**config.mk**
```make
export PLATFORM = sky130hd
export DESIGN_NAME = gpio_irq_bank
export DESIGN_NICKNAME = d
export VERILOG_FILES = /design/src/rtl/gpio_irq_pkg.sv /design/src/rtl/gpio_pin_sync.sv /design/src/rtl/gpio_irq_detect.sv /design/src/rtl/gpio_reg_bank.sv /design/src/rtl/gpio_irq_bank.sv
export SDC_FILE = /design/constraint.sdc
export NUM_CORES = 1
export LEC_CHECK = 0
export ABC_AREA = 1
export BUFFER_PORTS_ARGS = -buffer_cell sky130_fd_sc_hd__buf_2
export CELL_PAD_IN_SITES_DETAIL_PLACEMENT = 0
export CELL_PAD_IN_SITES_GLOBAL_PLACEMENT = 1
export CORE_AREA = 3 3 160 279
export CTS_BUF_LIST = sky130_fd_sc_hd__clkbuf_4
export CTS_CLUSTER_DIAMETER = 80
export DETAILED_ROUTE_END_ITERATION = 10
export DIE_AREA = 0 0 163 282
export PLACE_DENSITY_LB_ADDON = 0.25
export SYNTH_ARGS = -nofsm -noshare
export SYNTH_HDL_FRONTEND = slang
export SYNTH_SLANG_ARGS = --single-unit
export TNS_END_PERCENT = 5
```
**constraint.sdc**
```tcl
create_clock -name clk -period 4.1 [get_ports clk]
set_clock_uncertainty 0.05 [all_clocks]
set_input_delay 0.82 -clock clk [delete_from_list [all_inputs] [get_ports clk]]
set_output_delay 0.82 -clock clk [all_outputs]
set_load 0.01 [all_outputs]
```
**src/rtl/gpio_irq_pkg.sv**
```systemverilog
package gpio_irq_pkg;

    localparam int PIN_COUNT = 32;
    localparam int ADDR_W    = 8;
    localparam int DATA_W    = 32;
    localparam int SYNC_LEN  = 2;

    typedef logic [PIN_COUNT-1:0] pin_vec_t;

    // Register offsets (byte addresses)
    localparam logic [ADDR_W-1:0] OFS_DIN     = 8'h00;
    localparam logic [ADDR_W-1:0] OFS_DOUT    = 8'h04;
    localparam logic [ADDR_W-1:0] OFS_DRV     = 8'h08;
    localparam logic [ADDR_W-1:0] OFS_SENSE   = 8'h0C;
    localparam logic [ADDR_W-1:0] OFS_BOTH    = 8'h10;
    localparam logic [ADDR_W-1:0] OFS_POL     = 8'h14;
    localparam logic [ADDR_W-1:0] OFS_IEN     = 8'h18;
    localparam logic [ADDR_W-1:0] OFS_RAW     = 8'h1C;
    localparam logic [ADDR_W-1:0] OFS_MSK     = 8'h20;
    localparam logic [ADDR_W-1:0] OFS_ACK     = 8'h24;
    localparam logic [ADDR_W-1:0] OFS_PULLDIR = 8'h34;
    localparam logic [ADDR_W-1:0] OFS_PULLON  = 8'h38;

    // Writable per-pin configuration
    typedef struct packed {
        pin_vec_t drive_val;
        pin_vec_t drive_en;
        pin_vec_t lvl_mode;
        pin_vec_t both_edges;
        pin_vec_t active_hi;
        pin_vec_t irq_en;
        pin_vec_t pull_dir;
        pin_vec_t pull_on;
    } gpio_cfg_t;

    // Edge hit for one pin: both edges, or the edge matching polarity
    function automatic logic edge_hit(input logic cur, input logic prev,
                                      input logic both, input logic hi);
        logic rise;
        logic fall;
        rise = cur & ~prev;
        fall = ~cur & prev;
        if (both)
            return rise | fall;
        return hi ? rise : fall;
    endfunction

    // Level hit for one pin: level equals active polarity
    function automatic logic level_hit(input logic cur, input logic hi);
        return ~(cur ^ hi);
    endfunction

endpackage

```
**src/rtl/gpio_pin_sync.sv**
```systemverilog
module gpio_pin_sync #(
    parameter int W      = 32,
    parameter int STAGES = 2
) (
    input  logic         clk,
    input  logic         rst,
    input  logic [W-1:0] async_in,
    output logic [W-1:0] sync_out
);

    logic [W-1:0] chain [STAGES];

    generate
        for (genvar s = 0; s < STAGES; s++) begin : g_stage
            if (s == 0) begin : g_first
                always_ff @(posedge clk) begin
                    if (rst) chain[s] <= '0;
                    else     chain[s] <= async_in;
                end
            end else begin : g_next
                always_ff @(posedge clk) begin
                    if (rst) chain[s] <= '0;
                    else     chain[s] <= chain[s-1];
                end
            end
        end
    endgenerate

    assign sync_out = chain[STAGES-1];

endmodule

```
**src/rtl/gpio_irq_detect.sv**
```systemverilog
module gpio_irq_detect
    import gpio_irq_pkg::*;
#(
    parameter int W = PIN_COUNT
) (
    input  logic         clk,
    input  logic         rst,
    input  logic [W-1:0] lvl_now,
    input  logic [W-1:0] lvl_mode,
    input  logic [W-1:0] both_edges,
    input  logic [W-1:0] active_hi,
    input  logic [W-1:0] clr_mask,
    output logic [W-1:0] set_vec,
    output logic [W-1:0] stat_raw
);

    logic [W-1:0] lvl_prev;

    always_ff @(posedge clk) begin
        if (rst) lvl_prev <= '0;
        else     lvl_prev <= lvl_now;
    end

    generate
        for (genvar i = 0; i < W; i++) begin : g_pin
            assign set_vec[i] = lvl_mode[i]
                ? level_hit(lvl_now[i], active_hi[i])
                : edge_hit(lvl_now[i], lvl_prev[i], both_edges[i], active_hi[i]);
        end
    endgenerate

    // A new event in the same cycle as its clear keeps the bit set
    always_ff @(posedge clk) begin
        if (rst) stat_raw <= '0;
        else     stat_raw <= set_vec | (stat_raw & ~clr_mask);
    end

endmodule

```
**src/rtl/gpio_reg_bank.sv**
```systemverilog
module gpio_reg_bank
    import gpio_irq_pkg::*;
(
    input  logic              clk,
    input  logic              rst,
    input  logic              bus_wr,
    input  logic [ADDR_W-1:0] bus_addr,
    input  logic [DATA_W-1:0] bus_wdata,
    output logic [DATA_W-1:0] bus_rdata,
    input  pin_vec_t          din_sync,
    input  pin_vec_t          stat_raw,
    output gpio_cfg_t         cfg,
    output pin_vec_t          clr_mask
);

    pin_vec_t wr_bits;
    assign wr_bits = bus_wdata[PIN_COUNT-1:0];

    always_ff @(posedge clk) begin
        if (rst) begin
            cfg <= '0;
        end else if (bus_wr) begin
            case (bus_addr)
                OFS_DOUT:    cfg.drive_val  <= wr_bits;
                OFS_DRV:     cfg.drive_en   <= wr_bits;
                OFS_SENSE:   cfg.lvl_mode   <= wr_bits;
                OFS_BOTH:    cfg.both_edges <= wr_bits;
                OFS_POL:     cfg.active_hi  <= wr_bits;
                OFS_IEN:     cfg.irq_en     <= wr_bits;
                OFS_PULLDIR: cfg.pull_dir   <= wr_bits;
                OFS_PULLON:  cfg.pull_on    <= wr_bits;
                default:     ;
            endcase
        end
    end

    assign clr_mask = (bus_wr && bus_addr == OFS_ACK) ? wr_bits : '0;

    always_comb begin
        bus_rdata = '0;
        case (bus_addr)
            OFS_DIN:     bus_rdata[PIN_COUNT-1:0] = din_sync;
            OFS_DOUT:    bus_rdata[PIN_COUNT-1:0] = cfg.drive_val;
            OFS_DRV:     bus_rdata[PIN_COUNT-1:0] = cfg.drive_en;
            OFS_SENSE:   bus_rdata[PIN_COUNT-1:0] = cfg.lvl_mode;
            OFS_BOTH:    bus_rdata[PIN_COUNT-1:0] = cfg.both_edges;
            OFS_POL:     bus_rdata[PIN_COUNT-1:0] = cfg.active_hi;
            OFS_IEN:     bus_rdata[PIN_COUNT-1:0] = cfg.irq_en;
            OFS_RAW:     bus_rdata[PIN_COUNT-1:0] = stat_raw;
            OFS_MSK:     bus_rdata[PIN_COUNT-1:0] = stat_raw & cfg.irq_en;
            OFS_PULLDIR: bus_rdata[PIN_COUNT-1:0] = cfg.pull_dir;
            OFS_PULLON:  bus_rdata[PIN_COUNT-1:0] = cfg.pull_on;
            default:     bus_rdata = '0;
        endcase
    end

endmodule

```
**src/rtl/gpio_irq_bank.sv**
```systemverilog
module gpio_irq_bank
    import gpio_irq_pkg::*;
(
    input  logic                 clk,
    input  logic                 rst,
    input  logic                 bus_wr,
    input  logic [ADDR_W-1:0]    bus_addr,
    input  logic [DATA_W-1:0]    bus_wdata,
    output logic [DATA_W-1:0]    bus_rdata,
    input  logic [PIN_COUNT-1:0] pin_in,
    output logic [PIN_COUNT-1:0] pin_out,
    output logic [PIN_COUNT-1:0] pin_oe,
    output logic [PIN_COUNT-1:0] pull_en,
    output logic [PIN_COUNT-1:0] pull_up,
    output logic                 irq
);

    pin_vec_t  din_sync;
    pin_vec_t  stat_raw;
    pin_vec_t  set_vec;
    pin_vec_t  clr_mask;
    gpio_cfg_t cfg;

    gpio_pin_sync #(.W(PIN_COUNT), .STAGES(SYNC_LEN)) u_sync (
        .clk      (clk),
        .rst      (rst),
        .async_in (pin_in),
        .sync_out (din_sync)
    );

    gpio_reg_bank u_regs (
        .clk       (clk),
        .rst       (rst),
        .bus_wr    (bus_wr),
        .bus_addr  (bus_addr),
        .bus_wdata (bus_wdata),
        .bus_rdata (bus_rdata),
        .din_sync  (din_sync),
        .stat_raw  (stat_raw),
        .cfg       (cfg),
        .clr_mask  (clr_mask)
    );

    gpio_irq_detect #(.W(PIN_COUNT)) u_detect (
        .clk        (clk),
        .rst        (rst),
        .lvl_now    (din_sync),
        .lvl_mode   (cfg.lvl_mode),
        .both_edges (cfg.both_edges),
        .active_hi  (cfg.active_hi),
        .clr_mask   (clr_mask),
        .set_vec    (set_vec),
        .stat_raw   (stat_raw)
    );

    always_ff @(posedge clk) begin
        if (rst) irq <= 1'b0;
        else     irq <= |(stat_raw & cfg.irq_en);
    end

    assign pin_out = cfg.drive_val;
    assign pin_oe  = cfg.drive_en;
    assign pull_en = cfg.pull_on;
    assign pull_up = cfg.pull_dir;

endmodule

```
==> results of run 1 <==
-- cells in the final DEF, fill, tap and decap left out, types with 9 or more instances in the layout --
cell type	n
a21oi_1	177
a22oi_1	16
buf_12	16
buf_2	234
buf_4	32
clkbuf_4	135
clkinv_1	26
dfxtp_1	385
ha_1	64
inv_1	292
inv_2	9
nand2_1	463
nand3_1	325
nand3b_1	33
nand4_1	32
nor2_1	527
nor2_4	12
nor3_1	64
o21ai_0	230
o21ai_1	10
-- path summary, 6_finish.rpt --
path	start	endpoint	slack, ns	depth (start not counted)
worst max-delay path	bus_addr[0]	bus_rdata[27]	0.72	10
worst min register to register	u_sync.chain[0][23]$_SDFF_PP0_	u_sync.chain[1][23]$_SDFF_PP0_	0.34	2
worst max register to register	u_sync.chain[1][29]$_SDFF_PP0_	u_detect.stat_raw[29]$_SDFF_PP0_	2.67	5
worst min-delay path	pin_in[7]	u_sync.chain[0][7]$_SDFF_PP0_	0.18	3
-- stage by stage --
| step | std cells | util (%) | power, mW | hold WS, ns | worst slack [ns] |
|---|---|---|---|---|---|
| 6_report | 3658 | 51.09 | 7.414 | 0.1773 | 0.7178 |
| 5_1_grt | 3657 | 51.08 | 7.721 | 0.1359 | 0.6022 |
| 4_1_cts | 3655 | 51.07 | 7.483 | 0.1166 | 0.7523 |
| 3_5_place_dp | 3487 | 48.38 | 4.348 | 0.3422 | 0.7585 |
| 3_3_place_gp | 3487 | 48.38 | 4.338 | 0.3394 | 0.7672 |
| 2_1_floorplan | 2978 | - | 4.181 | 0.3383 | 1.428 |
-- layer usage --
metal	part of all wire, %	GRT usage, %
met3	6.3	4.777
met4	5.1	16.17
met5	0	0
met2	50	53.43
met1	38	34.26
-- worst reg2reg max path: stages, from the launching register on --
cell and delay (ns):
dfxtp_1 0.45, inv_1 0.12, ha_1 0.29, a21oi_1 0.06, a21oi_1 0.22, a21oi_1 0.09
-- flip-flops by register name, indices dropped and copies added, names as in the netlist --
signal,count
irq,1
u_regs.cfg,256
u_detect.stat_raw,32
u_sync.chain,64
u_detect.lvl_prev,32
-- where the power goes --
part	total, mW	switching [mW]	internal, mW
Sequential	3.83	0.0403	3.79
Combinational	0.434	0.316	0.118
Clock	3.15	1.63	1.51
-- logic make-up (layout without fill, tap and decap cells) --
kind of cell    count (synthesis)  in the layout  share of synthesized area [%]
fa+ha+maj                      64             64                          4.015
simple gates                 1462           1462                          31.29
compound gates                433            433                          11.07
buf+inv                       634            750                          14.98
other cells                     0              3                              0
flops                         385            385                          38.65
-- final cells by class --
| type | count | area (um2) |
|---|---|---|
| inverter | 299 | 1125 |
| clock buffer | 135 | 1013 |
| timing repair buffer | 283 | 1743 |
| sequential | 385 | 7707 |
| antenna | 3 | 7.507 |
| clock inverter | 33 | 131.4 |
| tap | 561 | 701.9 |
| multi-input combinational | 1959 | 9303 |
| fill | 4438 | 20810 |
==> impl_metrics.csv, run 1 <==
group,metric,value,unit
timing,hold_violations,0,
setup_path,crit_path_end_kind,"primary output",
place,io_buffer_count,235,
synthesis,syn-mean-instance-area,6.697,um2
drt,route.detailed.drc,0,
setup_path,slowest_delay,0.44,ns
clock_tree,cts_tree,"yes",
finish,final_area,21730,um2
synthesis,synth_fp_nets,3117,
clock_tree,htree_levels,3,
clock_tree,cts_root_buf,"clkbuf_4",
global_route,grt_usage,30.05,%
timing,fmax,0.2957,GHz
drt,first_pass_iters,5,
global_route,grt_pass1_wl,108200,um
floorplanning,fp.coreArea,42540,um2
clock_tree,worstSkewPairLatency,0.79,ns
setup_path,cp.required,3.23,ns
synthesis,synth.largest_area_cell,"dfxtp_1",
global_route,grt_max_degree,94,
global_route,grt_pass1_vias,19118,
setup_path,crit_chain,"buf_2 -> inv_1 -> nand2_1 -> nor2_4 -> buf_4 -> nand3_1 -> nand2_1 -> nor2_1 -> nand3_1 -> buf_2",
setup_path,crit_arrival,2.51,ns
drt,drtAntennaViolNets,0,
flow_run,max_cap_violations,0,
synthesis,syn_area,19940,um2
timing,slew_headroom,36.92,%
clock_tree,clockBufferDepth,3,
power,ir_worst_vdd,0.0002714,V
timing,finalMaxSlewViolations,0,
status,status,"finished, final reports clean",
drt,vias,19546,
timing,rsz0062_at_grt,"no",
floorplanning,row_count,100,
synthesis,ys.flop_type,"dfxtp_1",
synthesis,yosysSeqAreaShare,38.65,%
drt,vias_per_cell,5.343,
timing,tns,0,ns
synthesis,synthCells,2978,
floorplanning,ios,236,
setup_path,cp_top_family,"simple AND/OR/NAND/NOR gates",
finish,area_growth,8.972,%
finish,layout-drive-gt1-share,14.54,%
setup_path,worst_setup_path_start_kind,"input port",
floorplanning,die_h,282,um
synthesis,synth_warnings,0,
timing,period_share,82.49,%
setup_path,crit_slowest_cell,"nor2_4",
synthesis,ys_seq_elements,385,
power,p_leak,9.950,nW
timing,period_needed,3.382,ns
drt,wl,70320,um
place,dpl_cell_area,20580,um2
clock_tree,post_cts_resized,0,
synthesis,synth_most_common_cell,"nor2_1",
drt,wl_per_cell,19.22,um
timing,tightest_slew,0.9462,ns
drt,drt-initial-drc-count,1499,
synthesis,synthTopCellsByCount,"nor2_1 (531), nand2_1 (463), dfxtp_1 (385)",
floorplanning,die_area,45970,um2
synthesis,synth_top_cell_area_share,38.65,%
setup_path,critical_path_class,"in2out",
setup_path,crit_buf_inv,4,
floorplanning,die-width,163,um
synthesis,async_flop_share,0,%
place,gp_congestion,0.8578,
synthesis,ys_types,23,
synthesis,synth_edf_count,0,
place,hpwl,44220,um
setup_path,path_max_fanout,19,
finish,nNetsFinal,3160,
timing,setup_viol,0,
synthesis,synth.area.top_cells,"dfxtp_1 (39%), nor2_1 (10%), nand2_1 (8.7%)",
clock_tree,cts_setup_buffers,0,
clock_tree,cts_hold_buf,0,
floorplanning,start_util,46.88,%
hold_path,hold_class,"in2reg",
global_route,gr-total-overflow,0,
clock_tree,clk_pin_slew_worst_paths,0.07,ns
global_route,antenna_found_initial,2,
clock_tree,cts_buffers,93,
clock_tree,cts.sinks,385,
power,powerDensity,341.1,nW/um2
Power figures use the tool's default switching activity.
==> run 2: changes to the inputs <==
--- a/config.mk
+++ b/config.mk
@@ -9,11 +9,11 @@
 export BUFFER_PORTS_ARGS = -buffer_cell sky130_fd_sc_hd__buf_2
 export CELL_PAD_IN_SITES_DETAIL_PLACEMENT = 0
 export CELL_PAD_IN_SITES_GLOBAL_PLACEMENT = 1
-export CORE_AREA = 3 3 160 279
+export CORE_AREA = 3 3 175 306
 export CTS_BUF_LIST = sky130_fd_sc_hd__clkbuf_4
 export CTS_CLUSTER_DIAMETER = 80
 export DETAILED_ROUTE_END_ITERATION = 10
-export DIE_AREA = 0 0 163 282
+export DIE_AREA = 0 0 178 309
 export PLACE_DENSITY_LB_ADDON = 0.25
 export SYNTH_ARGS = -nofsm -noshare
 export SYNTH_HDL_FRONTEND = slang
==> constraint.sdc (replaced) <==
create_clock -name clk -period 2.88 [get_ports clk]
set_clock_uncertainty 0.05 [all_clocks]
set_input_delay 0.576 -clock clk [delete_from_list [all_inputs] [get_ports clk]]
set_output_delay 0.576 -clock clk [all_outputs]
set_load 0.01 [all_outputs]
==> impl_metrics.csv, run 2 (synthesis results as in run 1) <==
group,metric,value,unit
floorplanning,row_count,110,
finish,largest_register,"u_regs.cfg",
floorplanning,ios,236,
finish,top_regs,"u_regs.cfg: 256 flops, u_sync.chain: 64 flops",
drt,vias_per_cell,5.212,
global_route,antenna_found_initial,3,
drt,drt-initial-drc-count,1324,
finish,nNetsFinal,3237,
timing,tightest_slew,0.8563,ns
global_route,grt_usage,26.06,%
drt,wl,72880,um
timing,fmax,0.3714,GHz
floorplanning,fp.coreArea,51340,um2
finish,layout-drive-gt1-share,15.67,%
setup_path,worst_setup_path_start_kind,"input port",
timing,period_share,93.50,%
clock_tree,cts_setup_buffers,0,
setup_path,rrSetupSlack,1.47,ns
drt,route.detailed.drc,0,
timing,tns,0,ns
finish,area_growth,14.25,%
hold_path,hold_class,"in2reg",
status,status,"finished, final reports clean",
clock_tree,worstSkewPairLatency,0.83,ns
drt,vias,20014,
timing,period_needed,2.693,ns
flow_run,max_cap_violations,0,
clock_tree,clockBufferDepth,3,
timing,setup_viol,0,
place,dp.cells,3621,
clock_tree,clk_pin_slew_worst_paths,0.06,ns
drt,first_pass_iters,6,
floorplanning,die_area,55000,um2
clock_tree,cts_buffers,100,
clock_tree,cts.sinks,385,
power,powerDensity,484.1,nW/um2
drt,wl_per_cell,18.98,um
clock_tree,post_cts_resized,0,
setup_path,worstRegToRegCells,5,
timing,hold_violations,0,
global_route,gr-total-overflow,0,
clock_tree,cts_tree,"yes",
floorplanning,die_h,309,um
timing,slew_headroom,42.91,%
global_route,grt_pass1_vias,19453,
setup_path,crit_arrival,2.07,ns
power,p_leak,10.40,nW
setup_path,cp.required,2.25,ns
finish,stdcell_count,3840,
place,dpl_cell_area,21050,um2
setup_path,path_max_fanout,47,
setup_path,critical_path_class,"in2out",
global_route,grt_pass1_wl,111600,um
power,ir_worst_vdd,0.0002364,V
clock_tree,htree_levels,3,
hold_path,whs_path_depth,3,
finish,final_common_cell,"nor2_1",
timing,rsz0062_at_grt,"no",
timing,finalMaxSlewViolations,0,
floorplanning,start_util,38.85,%
power,p_total,11.03,mW
place,hpwl,47660,um
setup_path,crit_path_end_kind,"primary output",
finish,layout_common_cells,"nor2_1 (527), nand2_1 (463), dfxtp_1 (385), nand3_1 (323), inv_1 (292)",
global_route,grt_max_degree,135,
place,gp_congestion,0.8489,
drt,drtAntennaViolNets,0,
place,io_buffer_count,235,
finish,largest_register_ffs,256,
floorplanning,die-width,178,um
finish,final_area,22780,um2
clock_tree,cts_root_buf,"clkbuf_4",
-- run 2: changes by cell type in the layout (fill, tap and decap cells not counted), sizes merged --
cell	before	now
dlygate4sd3	0	47
buf	283	306
clkbuf	135	158
clkinv	29	7
bufinv	0	1
clkinvlp	1	0
diode	3	2
inv	302	303
-- run 2: path summary, 6_finish.rpt --
path                                       to                      startpoint
max reg2reg  u_detect.stat_raw[14]$_SDFF_PP0_  u_sync.chain[1][14]$_SDFF_PP0_
max                             bus_rdata[15]                     bus_addr[0]
min               u_regs.cfg[81]$_SDFFE_PP0P_                   bus_wdata[17]
min reg2reg     u_sync.chain[1][9]$_SDFF_PP0_   u_sync.chain[0][9]$_SDFF_PP0_
-- run 2: critical path, cell delays in order --
cell and delay [ns]:
buf_2 0.10, inv_1 0.04, nand2_1 0.17, nor2_4 0.23
buf_12 0.29, nand3_1 0.13, nand2_1 0.16, nor2_1 0.07
nand3_1 0.11, buf_2 0.15
-- run 2: repair_timing --
action	CTS	global route
hold buffers	47	0
hold endpoints to repair	46	0
endpoints found under the setup margin	0	0
-- run 2: per-layer routing --
metal	vias to the layer above	GRT usage (%)	wire length, um	part of all wire, %
met3	165	4.348	4379	6.0
met4	0	10.95	2524	3.5
li1	9666	-	-	-
met5	-	0	0	0
met1	9464	30.49	28930	40
met2	719	46.57	37050	51
-- run 2: final cells by class --
| cell class | count | area (um2) |
|---|---|---|
| diodes | 2 | 5.005 |
| clock buffers | 158 | 1186 |
| clock inverters | 12 | 71.32 |
| fillers | 5470 | 28550 |
| inverters | 299 | 1125 |
| multi-input cells | 1959 | 9313 |
| flip-flops and latches | 385 | 7707 |
| well taps | 672 | 840.8 |
| repair buffers | 353 | 2536 |
-- run 2: where the power goes --
| group | leakage (nW) | switching [mW] | internal, mW |
|---|---|---|---|
| clock | 0.769 | 2.33 | 2.54 |
| combinational | 6.52 | 0.464 | 0.232 |
| sequential | 3.12 | 0.0605 | 5.40 |
| total | 10.4 | 2.85 | 8.18 |
-- run 2: through the flow --
step	hold slack, ns	setup slack, ns	utilization (%)
5_1_grt	0.05412	0.07711	44.38
3_5_place_dp	0.3479	0.1869	41.01
4_1_cts	0.01042	0.1823	44.37
6_report	0.08172	0.1872	44.38
3_3_place_gp	0.3422	0.2045	41.01
2_1_floorplan	0.3383	0.6964	-
